`src/rtl/pull_cfg_pkg.sv`:
```
package pull_cfg_pkg;
  typedef enum logic [1:0] {
    PULL_OFF  = 2'd0,
    PULL_DOWN = 2'd1,
    PULL_UP   = 2'd2,
    PULL_RSVD = 2'd3
  } pull_mode_e;
endpackage

```
`src/rtl/pull_mode_track.sv`:
```
module pull_mode_track
  import pull_cfg_pkg::*;
#(
  parameter int SETUP_CYC = 150
) (
  input  logic       clk_i,
  input  logic       rst_ni,
  input  logic       we_i,
  input  pull_mode_e mode_i,
  output pull_mode_e mode_o,
  output logic       chg_o,
  output logic       setup_ok_o
);
  localparam int SCNT_W = $clog2(SETUP_CYC + 1) + 1;

  pull_mode_e        mode_q;
  logic [SCNT_W-1:0] scnt_q;

  assign chg_o      = we_i && (mode_i != mode_q);
  assign setup_ok_o = (int'(scnt_q) >= SETUP_CYC) && !chg_o;
  assign mode_o     = mode_q;

  // scnt_q equals the cycles elapsed since the last change, saturating
  always_ff @(posedge clk_i or negedge rst_ni) begin
    if (!rst_ni) begin
      mode_q <= PULL_OFF;
      scnt_q <= SCNT_W'(1);
    end else if (chg_o) begin
      mode_q <= mode_i;
      scnt_q <= SCNT_W'(1);
    end else if (int'(scnt_q) < SETUP_CYC) begin
      scnt_q <= scnt_q + SCNT_W'(1);
    end
  end
endmodule

```
`src/rtl/pull_pin_cell.sv`:
```
module pull_pin_cell
  import pull_cfg_pkg::*;
#(
  parameter int HOLD_CYC = 150
) (
  input  logic       clk_i,
  input  logic       rst_ni,
  input  logic       wr_i,
  input  logic       bit_i,
  input  pull_mode_e mode_i,
  input  logic       chg_i,
  input  logic       setup_ok_i,
  output pull_mode_e state_o,
  output logic       viol_o
);
  localparam int HCNT_W = $clog2(HOLD_CYC + 1) + 1;

  logic              strb_q;
  logic              bad_q;
  logic [HCNT_W-1:0] hcnt_q;
  pull_mode_e        state_q;
  logic              rise, fall, ok;

  assign rise    = wr_i && bit_i && !strb_q;
  assign fall    = wr_i && !bit_i && strb_q;
  assign ok      = !bad_q && !chg_i && (int'(hcnt_q) >= HOLD_CYC);
  assign viol_o  = fall && !ok;
  assign state_o = state_q;

  always_ff @(posedge clk_i or negedge rst_ni) begin
    if (!rst_ni) begin
      strb_q  <= 1'b0;
      bad_q   <= 1'b0;
      hcnt_q  <= '0;
      state_q <= PULL_OFF;
    end else if (rise) begin
      strb_q <= 1'b1;
      hcnt_q <= HCNT_W'(1);
      bad_q  <= !setup_ok_i;
    end else if (fall) begin
      strb_q <= 1'b0;
      if (ok && mode_i != PULL_RSVD) state_q <= mode_i;
    end else if (strb_q) begin
      if (int'(hcnt_q) < HOLD_CYC) hcnt_q <= hcnt_q + HCNT_W'(1);
      if (chg_i) bad_q <= 1'b1;
    end
  end
endmodule

```
`src/rtl/pull_cfg_latch.sv`:
```
module pull_cfg_latch
  import pull_cfg_pkg::*;
#(
  parameter int NPINS     = 54,
  parameter int BANK_PINS = 32,
  parameter int SETUP_CYC = 150,
  parameter int HOLD_CYC  = 150,
  localparam int NBANK    = (NPINS + BANK_PINS - 1) / BANK_PINS,
  localparam int BANK_W   = (NBANK > 1) ? $clog2(NBANK) : 1
) (
  input  logic                 clk_i,
  input  logic                 rst_ni,
  input  logic                 mode_we_i,
  input  logic [1:0]           mode_i,
  input  logic                 strb_we_i,
  input  logic [BANK_W-1:0]    strb_bank_i,
  input  logic [BANK_PINS-1:0] strb_bits_i,
  output logic [NPINS-1:0]     pull_en_o,
  output logic [NPINS-1:0]     pull_up_o,
  output logic                 err_o
);
  pull_mode_e       mode_cur;
  logic             mode_chg, setup_ok;
  logic [NPINS-1:0] viol;
  logic             err_q;

  pull_mode_track #(.SETUP_CYC(SETUP_CYC)) u_mode (
    .clk_i      (clk_i),
    .rst_ni     (rst_ni),
    .we_i       (mode_we_i),
    .mode_i     (pull_mode_e'(mode_i)),
    .mode_o     (mode_cur),
    .chg_o      (mode_chg),
    .setup_ok_o (setup_ok)
  );

  for (genvar p = 0; p < NPINS; p++) begin : g_pin
    localparam int BANK = p / BANK_PINS;
    localparam int BIT  = p % BANK_PINS;
    pull_mode_e st;
    logic       wr;

    assign wr = strb_we_i && (strb_bank_i == BANK_W'(BANK));

    pull_pin_cell #(.HOLD_CYC(HOLD_CYC)) u_cell (
      .clk_i      (clk_i),
      .rst_ni     (rst_ni),
      .wr_i       (wr),
      .bit_i      (strb_bits_i[BIT]),
      .mode_i     (mode_cur),
      .chg_i      (mode_chg),
      .setup_ok_i (setup_ok),
      .state_o    (st),
      .viol_o     (viol[p])
    );

    assign pull_en_o[p] = (st != PULL_OFF);
    assign pull_up_o[p] = (st == PULL_UP);
  end

  always_ff @(posedge clk_i or negedge rst_ni) begin
    if (!rst_ni) err_q <= 1'b0;
    else if (|viol) err_q <= 1'b1;
  end

  assign err_o = err_q;
endmodule

```
`config.mk`:
```
export PLATFORM = sky130hd
export DESIGN_NAME = pull_cfg_latch
export DESIGN_NICKNAME = d
export VERILOG_FILES = /design/src/rtl/pull_cfg_pkg.sv /design/src/rtl/pull_mode_track.sv /design/src/rtl/pull_pin_cell.sv /design/src/rtl/pull_cfg_latch.sv
export SDC_FILE = /design/constraint.sdc
export NUM_CORES = 2
export LEC_CHECK = 0
export ABC_AREA = 1
export BUFFER_PORTS_ARGS = -buffer_cell sky130_fd_sc_hd__buf_2
export CORE_MARGIN = 1
export CORE_UTILIZATION = 60
export CTS_CLUSTER_SIZE = 30
export DETAILED_ROUTE_END_ITERATION = 16
export PLACE_DENSITY_LB_ADDON = 0.25
export SLEW_MARGIN = 25
export SYNTH_ARGS = -nofsm -noshare
export SYNTH_HDL_FRONTEND = slang
export SYNTH_SLANG_ARGS = --single-unit
```
`constraint.sdc`:
```
create_clock -name clk_i -period 2.4 [get_ports clk_i]
set_input_delay 0 -clock clk_i [delete_from_list [all_inputs] [get_ports clk_i]]
set_output_delay 0 -clock clk_i [all_outputs]
set_load 0.03 [all_outputs]
```
After elaboration in Yosys (flattened, before gate mapping)
Index checks and enable logic that the tools add are counted.
{ "classes": {"addsub": 55, "magnitude_cmp": 110, "eq_ne": 110, "mux": 489, "bitwise": 55, "reduce_logical": 1066} }
{ "op_table": {"columns": ["operator", "n"], "rows": [
  ["$mux 9", 218],
  ["$reduce_bool 2->1", 271],
  ["$add 9x1->9 const B", 55],
  ["$ge 9x8->1 const B", 55],
  ["$lt 9x8->1 const B", 55],
  ["$reduce_and 3->1", 162],
  ["$logic_and 1x1->1", 436],
  ["$mux 1", 271],
  ["$logic_not 1->1", 196],
  ["$eq 2x2->1 const B", 54],
  ["$ne 2x1->1 const B", 54],
  ["$not 1->1", 55],
  ["$reduce_or 54->1", 1],
  ["$ne 2x2->1", 1],
  ["$ne 2x2->1 const B", 1]
]} }
{ "word_totals": {"regBits": 714, "in_bits": 39, "output_inout_bits": 109, "elab_cells": 2104} }

Depth between registers and ports, before layout
{ "depth": {"depth_word": 8, "depth_mapped": 17, "depth_no_buf": 15} }

Hierarchy
From an unflattened synthesis, not the netlist that was laid out.
{ "hier_totals": {"cells_unflattened": 6059, "hier_area_um2": 46443.3} }
{ "modules_own_cells": {"columns": ["module", "instances", "cells_per_inst", "area_per_inst_um2", "seq_area_each_um2"], "rows": [
  ["pull_pin_cell (g_pin[0].u_cell ...)", 46, 105, 833.3, 325.3],
  ["pull_pin_cell (g_pin[52].u_cell ...)", 6, 115, 799.5, 325.3],
  ["pull_cfg_latch", 1, 220, 984.7, 25.0],
  ["pull_pin_cell (g_pin[9].u_cell)", 1, 115, 814.5, 325.3],
  ["pull_pin_cell (g_pin[51].u_cell)", 1, 105, 812.0, 325.3],
  ["pull_mode_track", 1, 99, 703.2, 276.5]
]} }

Worst setup path after synthesis
OpenSTA, ideal clock, no wires.
{ "synth_timing": {"path_type": "reg2reg", "startpoint": "register u_mode.mode_q[1], in the netlist u_mode.mode_o[1]", "endpoint": "register err_q, in the netlist err_o", "setup_time_ns": 0.119, "t_arrival_ns": 1.676, "required_ns": 2.281, "slack_ns": 0.606, "stages_incl_launch_ff": 18, "path_buffers": 3, "period_less_slack_ns": 1.794, "path_cell_list": "dfrtp_1 > buf_2 > inv_2 > nand2_1 > nand2_1 > nand2_2 > nand2_1 > inv_2 > buf_2 > buf_6 > nor2_1 > nand2_1 > nand2_1 > nand2_1 > nor2_1 > nand3_1 > nor2_1 > nand2_1"} }
{ "synth_via": {"elab_chain_len": 8, "word_cells_on_any_way": 220, "cone_classes": "1 x eq/ne; 219 x reduce/logical"} }
{ "synth_lines": {"columns": ["item", "line", "source"], "rows": [
  ["start, declared", "pull_mode_track.sv:16", "pull_mode_e mode_q;"],
  ["start signal, assigned", "pull_mode_track.sv:29", "mode_q <= mode_i;"],
  ["$ne 2x2->1 *", "pull_mode_track.sv:19", "assign chg_o = we_i && (mode_i != mode_q);"],
  ["$logic_and 1x1->1 *", "pull_mode_track.sv:19", null],
  ["$logic_not 1->1 *", "pull_pin_cell.sv:26", "assign ok = !bad_q && !chg_i && (int'(hcnt_q) >= HOLD_CYC);"],
  ["$logic_and 1x1->1 (2 in a row)", "pull_pin_cell.sv:26", null],
  ["$logic_not 1->1", "pull_pin_cell.sv:27", "assign viol_o = fall && !ok;"],
  ["$logic_and 1x1->1", "pull_pin_cell.sv:27", null],
  ["$reduce_or 54->1 *", "pull_cfg_latch.sv:63", "else if (|viol) err_q <= 1'b1;"],
  ["end signal, assigned", "pull_cfg_latch.sv:62", "if (!rst_ni) err_q <= 1'b0;"],
  ["end signal, assigned", "pull_cfg_latch.sv:63", null],
  ["end, declared", "pull_cfg_latch.sv:25", "logic err_q;"]
]} }
Every way passes the cells marked *; elsewhere a longest branch is shown, timed or not.
A chain may end at the register's enable or synchronous reset.

Worst setup path after layout
Same ends and word-level chain as after synthesis.

==> impl_metrics.ini <==
[logic_synthesis]
syn-num-nets = 5050
yosysSeqAreaShare = 0.464
netlist_instances = 4901
synth_most_common_cell = nand2_1
synth_top_area_frac = 0.463
ys_top_cells_by_count = 1105 x nand2_1, 732 x inv_1, 713 x dfrtp_1
synthArstFlopShare = 1.00
synth_ff_type = dfrtp_1
ys_seq_elements = 714
synth_edf_count = 0
yosys.area.top_type = dfrtp_1
yosys_warnings = 0
syn_area_per_cell_um2 = 7.86
ys_types = 49
netlist_area_mm2 = 0.0385
synth_area_leaders = dfrtp_1 46%, nand2_1 11%, inv_1 7.1%

[clock_network]
cts_root_buffer = clkbuf_16
clk_latency_ns = 0.62
tritoncts = yes
cts_sinks = 714
htree_levels = 3
path_clk_slew_ns = 0.06
cts_made_buffers = 77
cts.path.max_buffers = 3

[power]
cellLeakagePower_nw = 21.6
p_per_area_mw_per_mm2 = 1010
peakVddDrop_v = 0.000624
total_power_w = 0.0442

[global_route]
grt_pass1_vias = 31755
antenna_found_initial = 2
overflow = 0
track_usage = 0.281
grt_max_degree = 92
grt_pass1_wl_um = 152000

[critical_path]
critPathLaunchType = flop
cp.required_ns = 2.90
cp-end-kind = flop
startpoint = u_mode.mode_o[1]$_DFFE_PN0P_
crit_type = reg2reg
r2r-start = u_mode.mode_o[1]$_DFFE_PN0P_
arrival_ns = 2.70
reg2reg_depth = 15
crit_fanout = 32

[route]
drc = 0
dr.pass1.iters = 6
wl_um = 90600
drt_iter0_drc = 2426
via_per_inst = 5.48
wl_per_cell_um = 14.9
num_vias = 33318
ant_nets = 0

[sta]
grt_setup_unrepaired = no
final.period_utilization = 0.914
hold_viol = 0
slew_violations = 0
tightest_slew_ns = 0.777
period_needed_ns = 2.19
finClkSkew_ns = 0.0189
fmax_mhz = 456
setup_violations = 0
fin_tns_setup_ns = 0
max_slew_margin = 0.482

[layout]
area_growth_syn_to_layout_pct = 13.7
fin_nets = 5323
antenna_cells = 0
drive_gt1_frac = 0.124

[place]
place.gp.congestion = 0.892
port_buffers = 147
detailed_place_hpwl_um = 63000

[floorplanning]
num_rows = 92
ioPinCount = 148
die_area_mm2 = 0.0652
core-area_mm2 = 0.0632
initial_core_util = 0.609
fp.dieW_um = 255
die_h_um = 255

[run]
maxCapViolations = 0

[hold_path]
hold_path.class = in2async

[status]
status = finished clean
-- kinds of logic (layout without fill, tap and decap cells) --
family                   after synthesis  in the layout  share of synthesized area
AND/OR/NAND/NOR                     2248           2248                      0.270
AO/OA/AOI/OAI                        965            965                      0.142
buffers and inverters                849           1183                     0.0849
flip-flops                           714            714                      0.464
adder cells (fa/ha/maj)              110            110                     0.0357
XOR/XNOR                              15             15                    0.00341
-- where the power goes --
| group | internal (W) | switching (W) | total [W] |
|---|---|---|---|
| registers | 0.0153 | 0.00326 | 0.0186 |
| logic | 0.00454 | 0.00880 | 0.0133 |
| clock network | 0.00735 | 0.00493 | 0.0123 |
-- worst max-delay path, cell delays in order (launching register included) --
cell,delay [ns]
dfrtp_1,0.40
inv_2,0.06
nand2_1,0.05
nand2_1,0.06
nand2_2,0.06
buf_4,0.30
a21oi_1,0.25
nand2_1,0.07
nand2_1,0.13
nand2_1,0.12
inv_1,0.07
nand2_1,0.05
nor2_1,0.09
nand2_1,0.09
nor2_1,0.18
nand2_1,0.07
-- sequential cells by signal, summed over array words and instances (netlist names) --
register and count:
g_pin.u_cell.hcnt_q 486, g_pin.u_cell.state_o 108, g_pin.u_cell.strb_q 54, u_mode.mode_o 2, err_o 1, g_pin.u_cell.bad_q 54
u_mode.scnt_q 9
-- placed cells by master (no fill, tap or decap), types with 63 or more instances in the layout --
| master | synthesis | routed |
|---|---|---|
| nor3_1 | 102 | 102 |
| nand2_1 | 1105 | 1102 |
| dfrtp_1 | 713 | 713 |
| nor2_1 | 519 | 518 |
| ha_1 | 110 | 110 |
| o21ai_0 | 385 | 385 |
| o31ai_1 | 69 | 69 |
| buf_2 | 15 | 146 |
| inv_2 | 63 | 63 |
| nand4_1 | 80 | 80 |
| nand3_1 | 191 | 191 |
| a21oi_1 | 318 | 318 |
| clkbuf_16 | 0 | 81 |
| inv_1 | 732 | 732 |
-- layer usage --
metal	wire (um)	GRT usage
met4	2500	0.0875
met3	4540	0.0350
met1	40300	0.381
met2	43300	0.470
met5	23	0
-- worst paths after layout --
path	endpoint	slack, ns
min in group clk_i	g_pin[47].u_cell.strb_q$_DFFE_PN0P_	0.32
hold reg to reg	g_pin[33].u_cell.hcnt_q[5]$_DFFE_PN0P_	0.48
setup reg to reg	err_o$_DFFE_PN0P_	0.21
max in group asynchronous	g_pin[3].u_cell.state_o[0]$_DFFE_PN0P_	1.72
setup / recovery	err_o$_DFFE_PN0P_	0.21
hold / removal	g_pin[30].u_cell.strb_q$_DFFE_PN0P_	0.1
-- through the flow --
stage | setup slack, ns | util | hold WS [ns] | cell area, um2 | std cells
final | 0.205 | 0.693 | 0.0965 | 43800 | 6081
after global routing | 0.00599 | 0.693 | 0.104 | 43800 | 6081
after CTS | 0.169 | 0.693 | 0.0768 | 43800 | 6081
after detailed placement | 0.183 | 0.644 | -0.0201 | 40700 | 5898
after global placement | 0.187 | 0.644 | -0.0222 | 40700 | 5898
after floorplan | 0.606 | - | -0.296 | 38500 | 4901
-- repair_timing --
| item | CTS | global route |
|---|---|---|
| gates resized for setup | 0 | 1 |
| endpoints found under the setup margin | 0 | 1 |
| hold endpoints to repair | 1151 | 0 |
| buffers inserted | 0 | 0 |
| hold buffers | 43 | 0 |
-- layout make-up --
| cell class | count | area (um2) |
|---|---|---|
| multi-input combinational | 3338 | 17400 |
| inverter | 801 | 3010 |
| timing repair buffer | 242 | 1830 |
| clock inverter | 22 | 302 |
| fill | 4996 | 19400 |
| clock buffer | 118 | 2330 |
| sequential | 714 | 17900 |
| tap | 846 | 1060 |
Power figures use the tool's default switching activity.
